## src/rtl/pms_pkg.sv

```systemverilog
package pms_pkg;

  // Control word layout
  localparam int SEL_BIT      = 31;
  localparam int SPD_LO       = 17;
  // Status word layout
  localparam int ST_RCV_BIT   = 61;
  localparam int ST_CMP_BIT   = 60;
  localparam int ST_SPD_LO    = 56;

  // Which control write is on the bus
  typedef enum logic [1:0] {
    WR_ZERO   = 2'd0,
    WR_SELECT = 2'd1,
    WR_WORD   = 2'd2
  } wrKind_e;

  // Strobes from control to datapath
  typedef struct packed {
    logic    acceptSw;
    logic    acceptSync;
    logic    takeQuery;
    logic    pollInc;
    logic    waitLoad;
    logic    commit;
    logic    setTimeout;
    wrKind_e wSel;
  } pmsStrobe_t;

  typedef enum logic [2:0] {
    S_IDLE  = 3'd0,
    S_QRD   = 3'd1,
    S_W0    = 3'd2,
    S_W1    = 3'd3,
    S_W2    = 3'd4,
    S_PRD   = 3'd5,
    S_PWAIT = 3'd6,
    S_FIN   = 3'd7
  } pmsState_e;

endpackage

```

## src/rtl/pms_datapath.sv

```systemverilog
module pms_datapath
  import pms_pkg::*;
#(
  parameter int NUM_MODES   = 4,
  parameter int POLL_MAX    = 10,
  parameter int WAIT_CYCLES = 12500,
  parameter int IDX_W       = $clog2(NUM_MODES + 1)
) (
  input  logic             clk,
  input  logic             rstN,
  input  logic             cfgWe,
  input  logic [IDX_W-1:0] cfgIdx,
  input  logic [31:0]      cfgWord,
  input  logic [IDX_W-1:0] reqIdx,
  input  pmsStrobe_t       stb,
  input  logic [63:0]      pmRdata,
  output logic             reqIdxOk,
  output logic             statusOk,
  output logic             queryHit,
  output logic             pollLast,
  output logic             waitDone,
  output logic [31:0]      pmWdata,
  output logic [IDX_W-1:0] curIdx,
  output logic             curValid,
  output logic [IDX_W-1:0] qryIdx,
  output logic             timedOut
);

  localparam int POLL_W = $clog2(POLL_MAX + 1);
  localparam int WAIT_W = $clog2(WAIT_CYCLES + 1);
  localparam logic [IDX_W-1:0]  MODE_CNT   = IDX_W'(NUM_MODES);
  localparam logic [POLL_W-1:0] POLL_LASTV = POLL_W'(POLL_MAX - 1);
  localparam logic [WAIT_W-1:0] WAIT_INIT  = WAIT_W'(WAIT_CYCLES - 1);

  logic [31:0]       modeTab [NUM_MODES];
  logic [IDX_W-1:0]  tgtIdx;
  logic [31:0]       tgtWord;
  logic [POLL_W-1:0] pollCnt;
  logic [WAIT_W-1:0] waitCnt;
  logic [IDX_W-1:0]  scanIdx;
  logic [1:0]        liveSpd;

  // Mode table, one register per entry
  for (genvar gi = 0; gi < NUM_MODES; gi++) begin : g_tab
    always_ff @(posedge clk) begin
      if (!rstN)
        modeTab[gi] <= '0;
      else if (cfgWe && cfgIdx == IDX_W'(gi))
        modeTab[gi] <= cfgWord;
    end
  end

  assign reqIdxOk = (reqIdx < MODE_CNT);

  always_comb begin
    tgtWord = '0;
    for (int i = 0; i < NUM_MODES; i++)
      if (tgtIdx == IDX_W'(i)) tgtWord = modeTab[i];
  end

  assign liveSpd = pmRdata[ST_SPD_LO+1:ST_SPD_LO];

  // Confirmation tests on the status word
  assign statusOk = pmRdata[ST_CMP_BIT] ||
                    (!pmRdata[ST_RCV_BIT] && liveSpd == tgtWord[SPD_LO+1:SPD_LO]);

  // Upward scan: lowest matching index wins
  always_comb begin
    scanIdx  = MODE_CNT;
    queryHit = 1'b0;
    for (int i = 0; i < NUM_MODES; i++) begin
      if (!queryHit && modeTab[i][SPD_LO+1:SPD_LO] == liveSpd) begin
        queryHit = 1'b1;
        scanIdx  = IDX_W'(i);
      end
    end
  end

  logic unusedStatus;
  assign unusedStatus = ^{pmRdata[63:62], pmRdata[59:58], pmRdata[55:0]};

  always_comb begin
    unique case (stb.wSel)
      WR_ZERO:   pmWdata = 32'h0;
      WR_SELECT: pmWdata = 32'h1 << SEL_BIT;
      WR_WORD:   pmWdata = tgtWord | (32'h1 << SEL_BIT);
      default:   pmWdata = 32'h0;
    endcase
  end

  always_ff @(posedge clk) begin
    if (!rstN) begin
      tgtIdx <= '0;
      qryIdx <= '0;
    end else if (stb.acceptSw) begin
      tgtIdx <= reqIdx;
    end else if (stb.takeQuery) begin
      tgtIdx <= scanIdx;
      qryIdx <= scanIdx;
    end
  end

  always_ff @(posedge clk) begin
    if (!rstN)
      pollCnt <= '0;
    else if (stb.acceptSw || stb.acceptSync)
      pollCnt <= '0;
    else if (stb.pollInc)
      pollCnt <= pollCnt + 1'b1;
  end
  assign pollLast = (pollCnt == POLL_LASTV);

  always_ff @(posedge clk) begin
    if (!rstN)
      waitCnt <= '0;
    else if (stb.waitLoad)
      waitCnt <= WAIT_INIT;
    else if (waitCnt != '0)
      waitCnt <= waitCnt - 1'b1;
  end
  assign waitDone = (waitCnt == '0);

  always_ff @(posedge clk) begin
    if (!rstN) begin
      curIdx   <= '0;
      curValid <= 1'b0;
      timedOut <= 1'b0;
    end else begin
      if (stb.acceptSync) curValid <= 1'b0;
      if (stb.acceptSw || stb.acceptSync) timedOut <= 1'b0;
      if (stb.setTimeout) timedOut <= 1'b1;
      if (stb.commit) begin
        curIdx   <= tgtIdx;
        curValid <= 1'b1;
      end
    end
  end

endmodule

```

## src/rtl/pms_ctrl.sv

```systemverilog
module pms_ctrl
  import pms_pkg::*;
(
  input  logic       clk,
  input  logic       rstN,
  input  logic       reqSwitch,
  input  logic       reqSync,
  input  logic       reqIdxOk,
  input  logic       pmAck,
  input  logic       statusOk,
  input  logic       queryHit,
  input  logic       pollLast,
  input  logic       waitDone,
  output pmsStrobe_t stb,
  output logic       busy,
  output logic       done,
  output logic       pmReq,
  output logic       pmWrite,
  output logic       pmSelStat
);

  pmsState_e st, nxt;

  always_ff @(posedge clk) begin
    if (!rstN) st <= S_IDLE;
    else       st <= nxt;
  end

  always_comb begin
    stb = '0;
    nxt = st;
    unique case (st)
      S_IDLE: begin
        if (reqSwitch && reqIdxOk) begin
          stb.acceptSw = 1'b1;
          nxt = S_W0;
        end else if (reqSync) begin
          stb.acceptSync = 1'b1;
          nxt = S_QRD;
        end
      end
      S_QRD: begin
        if (pmAck) begin
          stb.takeQuery = 1'b1;
          nxt = queryHit ? S_W0 : S_FIN;
        end
      end
      S_W0: begin
        stb.wSel = WR_ZERO;
        if (pmAck) nxt = S_W1;
      end
      S_W1: begin
        stb.wSel = WR_SELECT;
        if (pmAck) nxt = S_W2;
      end
      S_W2: begin
        stb.wSel = WR_WORD;
        if (pmAck) nxt = S_PRD;
      end
      S_PRD: begin
        if (pmAck) begin
          if (statusOk) begin
            stb.commit = 1'b1;
            nxt = S_FIN;
          end else if (pollLast) begin
            stb.commit     = 1'b1;
            stb.setTimeout = 1'b1;
            nxt = S_FIN;
          end else begin
            stb.pollInc  = 1'b1;
            stb.waitLoad = 1'b1;
            nxt = S_PWAIT;
          end
        end
      end
      S_PWAIT: begin
        if (waitDone) nxt = S_PRD;
      end
      S_FIN:   nxt = S_IDLE;
      default: nxt = S_IDLE;
    endcase
  end

  assign busy      = (st != S_IDLE);
  assign done      = (st == S_FIN);
  assign pmReq     = (st == S_QRD) || (st == S_W0) || (st == S_W1) ||
                     (st == S_W2) || (st == S_PRD);
  assign pmWrite   = (st == S_W0) || (st == S_W1) || (st == S_W2);
  assign pmSelStat = (st == S_QRD) || (st == S_PRD);

endmodule

```

## src/rtl/pwr_mode_seq.sv

```systemverilog
module pwr_mode_seq
  import pms_pkg::*;
#(
  parameter int NUM_MODES   = 4,
  parameter int POLL_MAX    = 10,
  parameter int WAIT_CYCLES = 12500,
  localparam int IDX_W      = $clog2(NUM_MODES + 1)
) (
  input  logic             clk,
  input  logic             rstN,
  input  logic             cfgWe,
  input  logic [IDX_W-1:0] cfgIdx,
  input  logic [31:0]      cfgWord,
  input  logic             reqSwitch,
  input  logic [IDX_W-1:0] reqIdx,
  input  logic             reqSync,
  output logic             busy,
  output logic             done,
  output logic             timedOut,
  output logic [IDX_W-1:0] curIdx,
  output logic             curValid,
  output logic [IDX_W-1:0] qryIdx,
  output logic             pmReq,
  output logic             pmWrite,
  output logic             pmSelStat,
  output logic [31:0]      pmWdata,
  input  logic             pmAck,
  input  logic [63:0]      pmRdata
);

  pmsStrobe_t stb;
  logic reqIdxOk, statusOk, queryHit, pollLast, waitDone;

  pms_ctrl i_ctrl (
    .clk(clk), .rstN(rstN),
    .reqSwitch(reqSwitch), .reqSync(reqSync), .reqIdxOk(reqIdxOk),
    .pmAck(pmAck), .statusOk(statusOk), .queryHit(queryHit),
    .pollLast(pollLast), .waitDone(waitDone),
    .stb(stb), .busy(busy), .done(done),
    .pmReq(pmReq), .pmWrite(pmWrite), .pmSelStat(pmSelStat)
  );

  pms_datapath #(
    .NUM_MODES(NUM_MODES), .POLL_MAX(POLL_MAX),
    .WAIT_CYCLES(WAIT_CYCLES), .IDX_W(IDX_W)
  ) i_dp (
    .clk(clk), .rstN(rstN),
    .cfgWe(cfgWe), .cfgIdx(cfgIdx), .cfgWord(cfgWord),
    .reqIdx(reqIdx), .stb(stb), .pmRdata(pmRdata),
    .reqIdxOk(reqIdxOk), .statusOk(statusOk), .queryHit(queryHit),
    .pollLast(pollLast), .waitDone(waitDone), .pmWdata(pmWdata),
    .curIdx(curIdx), .curValid(curValid), .qryIdx(qryIdx),
    .timedOut(timedOut)
  );

endmodule

```

## config.mk

```make
export PLATFORM = sky130hd
export DESIGN_NAME = pwr_mode_seq
export DESIGN_NICKNAME = d
export VERILOG_FILES = /design/src/rtl/pms_pkg.sv /design/src/rtl/pms_datapath.sv /design/src/rtl/pms_ctrl.sv /design/src/rtl/pwr_mode_seq.sv
export SDC_FILE = /design/constraint.sdc
export NUM_CORES = 1
export LEC_CHECK = 0
export BUFFER_PORTS_ARGS = -buffer_cell sky130_fd_sc_hd__buf_2
export CAP_MARGIN = 0
export CELL_PAD_IN_SITES_DETAIL_PLACEMENT = 2
export CELL_PAD_IN_SITES_GLOBAL_PLACEMENT = 2
export CORE_ASPECT_RATIO = 1.5
export CORE_UTILIZATION = 36
export DETAILED_ROUTE_END_ITERATION = 12
export HOLD_SLACK_MARGIN = 0.06
export PLACE_DENSITY = 0.83
export SLEW_MARGIN = 25
export SYNTH_ARGS = -nofsm -noshare
export SYNTH_HDL_FRONTEND = slang
export SYNTH_HIERARCHICAL = 1
export SYNTH_SLANG_ARGS = --single-unit
```

## constraint.sdc

```tcl
create_clock -name clk -period 4.6 [get_ports clk]
set_clock_uncertainty 0.15 [all_clocks]
set_input_delay 0.92 -clock clk [delete_from_list [all_inputs] [get_ports clk]]
set_output_delay 0.92 -clock clk [all_outputs]
set_load 0.02 [all_outputs]
```

# Yosys cells after proc, flatten, opt, wreduce, memory -nomap -nowiden
# Memory sizes are Yosys's and may differ from the RTL's.
# Index checks and enable logic that the tools add are counted.
[classes] n_mul=0 magnitude_cmp=1 bitwise_logic=6 n_shift=0 reduce_logical=36 mux=64 n_div=0 eq_ne=28 addsub=2
[op_table] op="two-way mux 32 bit" count=4
[op_table] op="two-way mux 31 bit" count=4
[op_table] op="case mux 32 bit (2 select lines)" count=1
[op_table] op="two-way mux 3 bit" count=15
[op_table] op="two-way mux 1 bit" count=30
[op_table] op="two-way mux 14 bit" count=2
[op_table] op="case mux 3 bit (8 select lines)" count=1
[op_table] op="== test 3 x 2 -> 1 bit (second input constant)" count=6
[op_table] op="zero test 14 bit" count=1
[op_table] op="nonzero test 14 bit" count=1
[op_table] op="subtractor 14 x 1 -> 14 bit (second input constant)" count=1
[op_table] op="== test 3 bit (second input constant)" count=4
[op_table] op="== test 2 bit" count=5
[op_table] op="!= test 2 bit (second input constant)" count=5
[op_table] op="== test 3 x 1 -> 1 bit (second input constant)" count=3
[op_table] op="logical AND 1 bit" count=9
[op_table] op="zero test 3 bit" count=3
[op_table] op="logical OR 1 bit" count=9
[op_table] op="two-way mux 2 bit" count=4
[op_table] op="two-way mux 4 bit" count=2
[op_table] op="nonzero test 2 bit" count=4
[op_table] op="AND reduction 7 bit" count=1
[op_table] op="adder 4 x 1 -> 4 bit (second input constant)" count=1
[op_table] op="== test 4 bit (second input constant)" count=1
[op_table] op="other kinds (12)" count=20
[word_totals] ram_bits=128 reg_bits=32 wordCells=147 out_inout_bits=45 romBits=0 memories=1 latchBits=0
[mem_list] name="i_dp.modeTab" depth=4 word_bits=32 rd=4 rd_ports_with_merged_regs=0 wr=4 line_no="pms_datapath.sv:35" text="logic [31:0] modeTab [NUM_MODES];"

# Depth between registers and ports, before layout
# An unclocked memory read counts as a cell.
[depth] word_depth=15 ltp_mapped=11 depth_no_buf=9

# Cells and area by module
# The synthesis kept the hierarchy.
[by_module_without_submodules] mod="pms_datapath" cells_per_inst=583 area_per_inst_um2=7106.8 instances=1 seq_area_each_um2=4304.1
[by_module_without_submodules] mod="pms_ctrl" cells_per_inst=45 area_per_inst_um2=337.8 instances=1 seq_area_each_um2=60.1

# Least setup slack after synthesis
# OpenSTA, ideal clock, no wires.
[synth_timing] path_type="input-to-reg" start="input cfgIdx[0]" end="memory i_dp.modeTab[0][0] (enable)" required_time_ns=3.983 path_slack_ns=0.529 stages=2 arrival_time_ns=3.454 cell_sequence="nand2b_1 -> o31ai_1"
[synth_lines] element="start, declared" line_no="pwr_mode_seq.sv:12" text="input logic [IDX_W-1:0] cfgIdx,"
[synth_lines] element="end, declared" line_no="pms_datapath.sv:35"

==> qor.yml <==
status: "finished, final reports clean"
hold_viol: 0
p_int_w: 0.00290
avgSynthCellArea_sq_um: 11.9
slew_viol_final: 0
cts_resized: 0
worst_slew_pin_slew_ns: 0.845
grt_max_degree: 31
sw_frac_of_total_pct: 28.1
min-delay-start: "i_dp/qryIdx[0]"
setup_violations: 0
p_per_area_nw_per_um2: 455
ctsHoldBuffers: 0
cap_violations: 0
grt_pass1_wl_um: 33700
holdPathStages: 2
period_minus_slack_ns: 4.06
ant_nets: 0
rsz0062_at_grt: "no"
yosys_warnings: 6
synth_ff_type: "edfxtp_1"
drtIter0Drc: 222
wl_um: 21900
arrival_ns: 2.99
clkPwrFrac_pct: 35.9
async_reset_ff_share_pct: 0
crit_family: "buffers and inverters"
gr-total-overflow: 0
regToRegSetupSlack_ns: 1.59
cts_sinks: 156
cts-root-buf: "clkbuf_16"
nFillCells: 2057
clock_path_buffers: 2
htree_levels: 4
die_y_um: 178
tns_ns: 0
max_stage_delay_ns: 0.67
final_util_pct: 43.5
wl_per_cell_um: 22.1
crit_type: "reg2out"
min_to: "i_dp/qryIdx[0]"
power_leakage_nw: 3.34
num_io_pins: 153
cts_tree: "built"
ff2ff_path_depth: 8
syn_to_final_growth_pct: 18.9
die_area_sq_um: 21300
cts_setup_buffers: 0
antennaDiodeCount: 0
switchingPower_w: 0.00113
fmax_ghz: 0.246
cp-start-kind: "flip-flop"
final_cell_mix: "and2_1, edfxtp_1, buf_2, nor2_1"
final_common_cell: "and2_1"
netlist_instances: 628
antenna_found_initial: 2
reg2reg_from: "i_dp/tgtIdx[0]"
first_pass_iters: 4
r2r-end: "i_dp/curIdx[1]"
grt_pass1_vias: 5973
start_util_pct: 36.6
rows: 64
ir_worst_vdd_uv: 409
place_congestion: 0.750
drc: 0
netlist_area_sq_um: 7440
yosysSeqAreaShare_pct: 58.6
track_usage_pct: 21.5
post-dp-hpwl_um: 14300
seqPwrFrac_pct: 44.2
layout.nets: 827
die_w_um: 119
path_max_fanout: 29
drive_gt1_share_pct: 26.3
maxSlewHeadroom_pct: 43.5
period_share_pct: 88.3
via_count: 5280
ys_ff_latch: 156
synth-edff-count: 124
synth_cell_types: 61
worstPathRequired_ns: 3.53
comb_power_share_pct: 19.9
synth_nets: 741
cts_made_buffers: 17
clk_latency_ns: 0.43
port_buffers: 91
clk_pin_slew_ns: 0.06
vias_per_cell: 5.33
path_cells: "inv_1 -> nor3_2 -> ha_1 -> nand2b_1 -> nor2_2 -> buf_4 -> o21ai_0 -> nor2_1 -> buf_2"
cp-end-kind: "output pin"
min_path_type: "reg2reg"
worstPathBufferInverterCount: 3
fp.coreArea_sq_um: 20300
cpMaxStageDelayCell: "dfxtp_1"
[flip-flops by register name, summed over array words and instances, names as in the netlist]
name and cells:
i_dp/modeTab 124, i_dp/waitCnt 14, i_dp/pollCnt 4, i_ctrl/st 3
i_dp/curIdx 3, i_dp/qryIdx 3, i_dp/tgtIdx 3, i_dp/curValid 1
i_dp/timedOut 1
[area by class of cell]
cell class              instances  area, sq um  area share, %
well taps                     264          330           3.73
inverters                      13         48.8          0.551
flip-flops and latches        156         4370           49.3
multi-input cells             418         2910           32.9
repair buffers                108          596           6.73
clock inverters                 5          108           1.22
clock buffers                  27          493           5.57
[logic make-up after synthesis]
family	count (synthesis)	share of synthesized area (%)
xor gates and xnor gates	19	2.24
DFF	156	58.6
buffers and inverters	54	3.14
muxes	36	5.66
AOI/OAI and AO/OA	116	10.3
and+or+nand+nor	242	19.2
adders and majority gates	5	0.840
[routing by layer]
metal  wire [um]  vias up  global-route usage (%)
met1        8110     2711                    22.1
met4         374        4                    7.24
met3         688       31                    3.74
met5          23        -                       0
met2       12700      116                    43.2
li1            -     2418                       -
[synth_stat cells, drive strengths merged, types with 2 or more instances]
| cell | instances | area (sq um) |
|---|---|---|
| and2 | 125 | 782 |
| edfxtp | 124 | 3720 |
| nor2 | 52 | 195 |
| o21ai | 37 | 189 |
| dfxtp | 32 | 641 |
| mux2 | 29 | 327 |
| o22ai | 29 | 181 |
| clkbuf | 26 | 97.6 |
| buf | 15 | 87.6 |
| inv | 13 | 48.8 |
| nand2 | 13 | 48.8 |
| a21oi | 12 | 60.1 |
| xnor2 | 12 | 105 |
| nand2b | 10 | 62.6 |
| a21boi | 7 | 52.6 |
| o31ai | 7 | 52.6 |
| xor2 | 7 | 61.3 |
| nor2b | 6 | 45.0 |
| nor3 | 6 | 51.3 |
| nor3b | 6 | 50.1 |
| ha | 5 | 62.6 |
| mux2i | 5 | 50.1 |
| o21a | 5 | 37.5 |
| o31a | 5 | 43.8 |
| nand3b | 4 | 30.0 |
| nor4 | 4 | 40.0 |
| nand4 | 3 | 18.8 |
| or3b | 3 | 26.3 |
| a211o | 2 | 17.5 |
| a2bb2oi | 2 | 23.8 |
| a31oi | 2 | 12.5 |
| mux4 | 2 | 45.0 |
| or3 | 2 | 12.5 |
| or4 | 2 | 18.8 |
[worst reg2reg max path, delay by kind of cell, from the launching register on]
kind,cells,cell delay (ns)
compound gates,1,0.66
simple gates,4,0.65
xor+xnor,1,0.08
flops,1,0.56
mux,2,0.82
[through the flow]
step	total power, W	hold slack, ns	cell area, sq um	cells	worst slack [ns]
final	0.00403	0.323	8850	991	0.538
after global placement	0.00253	0.312	8250	959	1.14
after floorplan	0.00237	0.322	7440	628	0.529
after global routing	0.00419	0.358	8850	991	0.326
after detailed placement	0.00260	0.320	8250	959	1.02
after CTS	0.00406	0.328	8850	991	0.511
[worst max-delay path by stage]
stage / start / to / slack, ns / depth (start not counted)
after global placement: i_ctrl/st[2] / pmWdata[12] / 1.14 / 9
after CTS: i_ctrl/st[2] / pmWdata[9] / 0.51 / 9
after global routing: i_ctrl/st[1] / pmWdata[9] / 0.33 / 10
after detailed placement: i_ctrl/st[2] / pmWdata[19] / 1.02 / 9
after floorplan: cfgIdx[0] / i_dp/modeTab[0][0] / 0.53 / 2
final: i_ctrl/st[2] / pmWdata[9] / 0.54 / 9
[power by group through the flow]
stage,Combinational [W],Sequential [W],Clock [W]
final,0.000800,0.00178,0.00145
after global routing,0.000873,0.00180,0.00152
after CTS,0.000812,0.00178,0.00147
after detailed placement,0.000794,0.00181,0
after global placement,0.000743,0.00179,0
after floorplan,0.000603,0.00176,0
No activity file was read; power rests on OpenSTA's default activity.
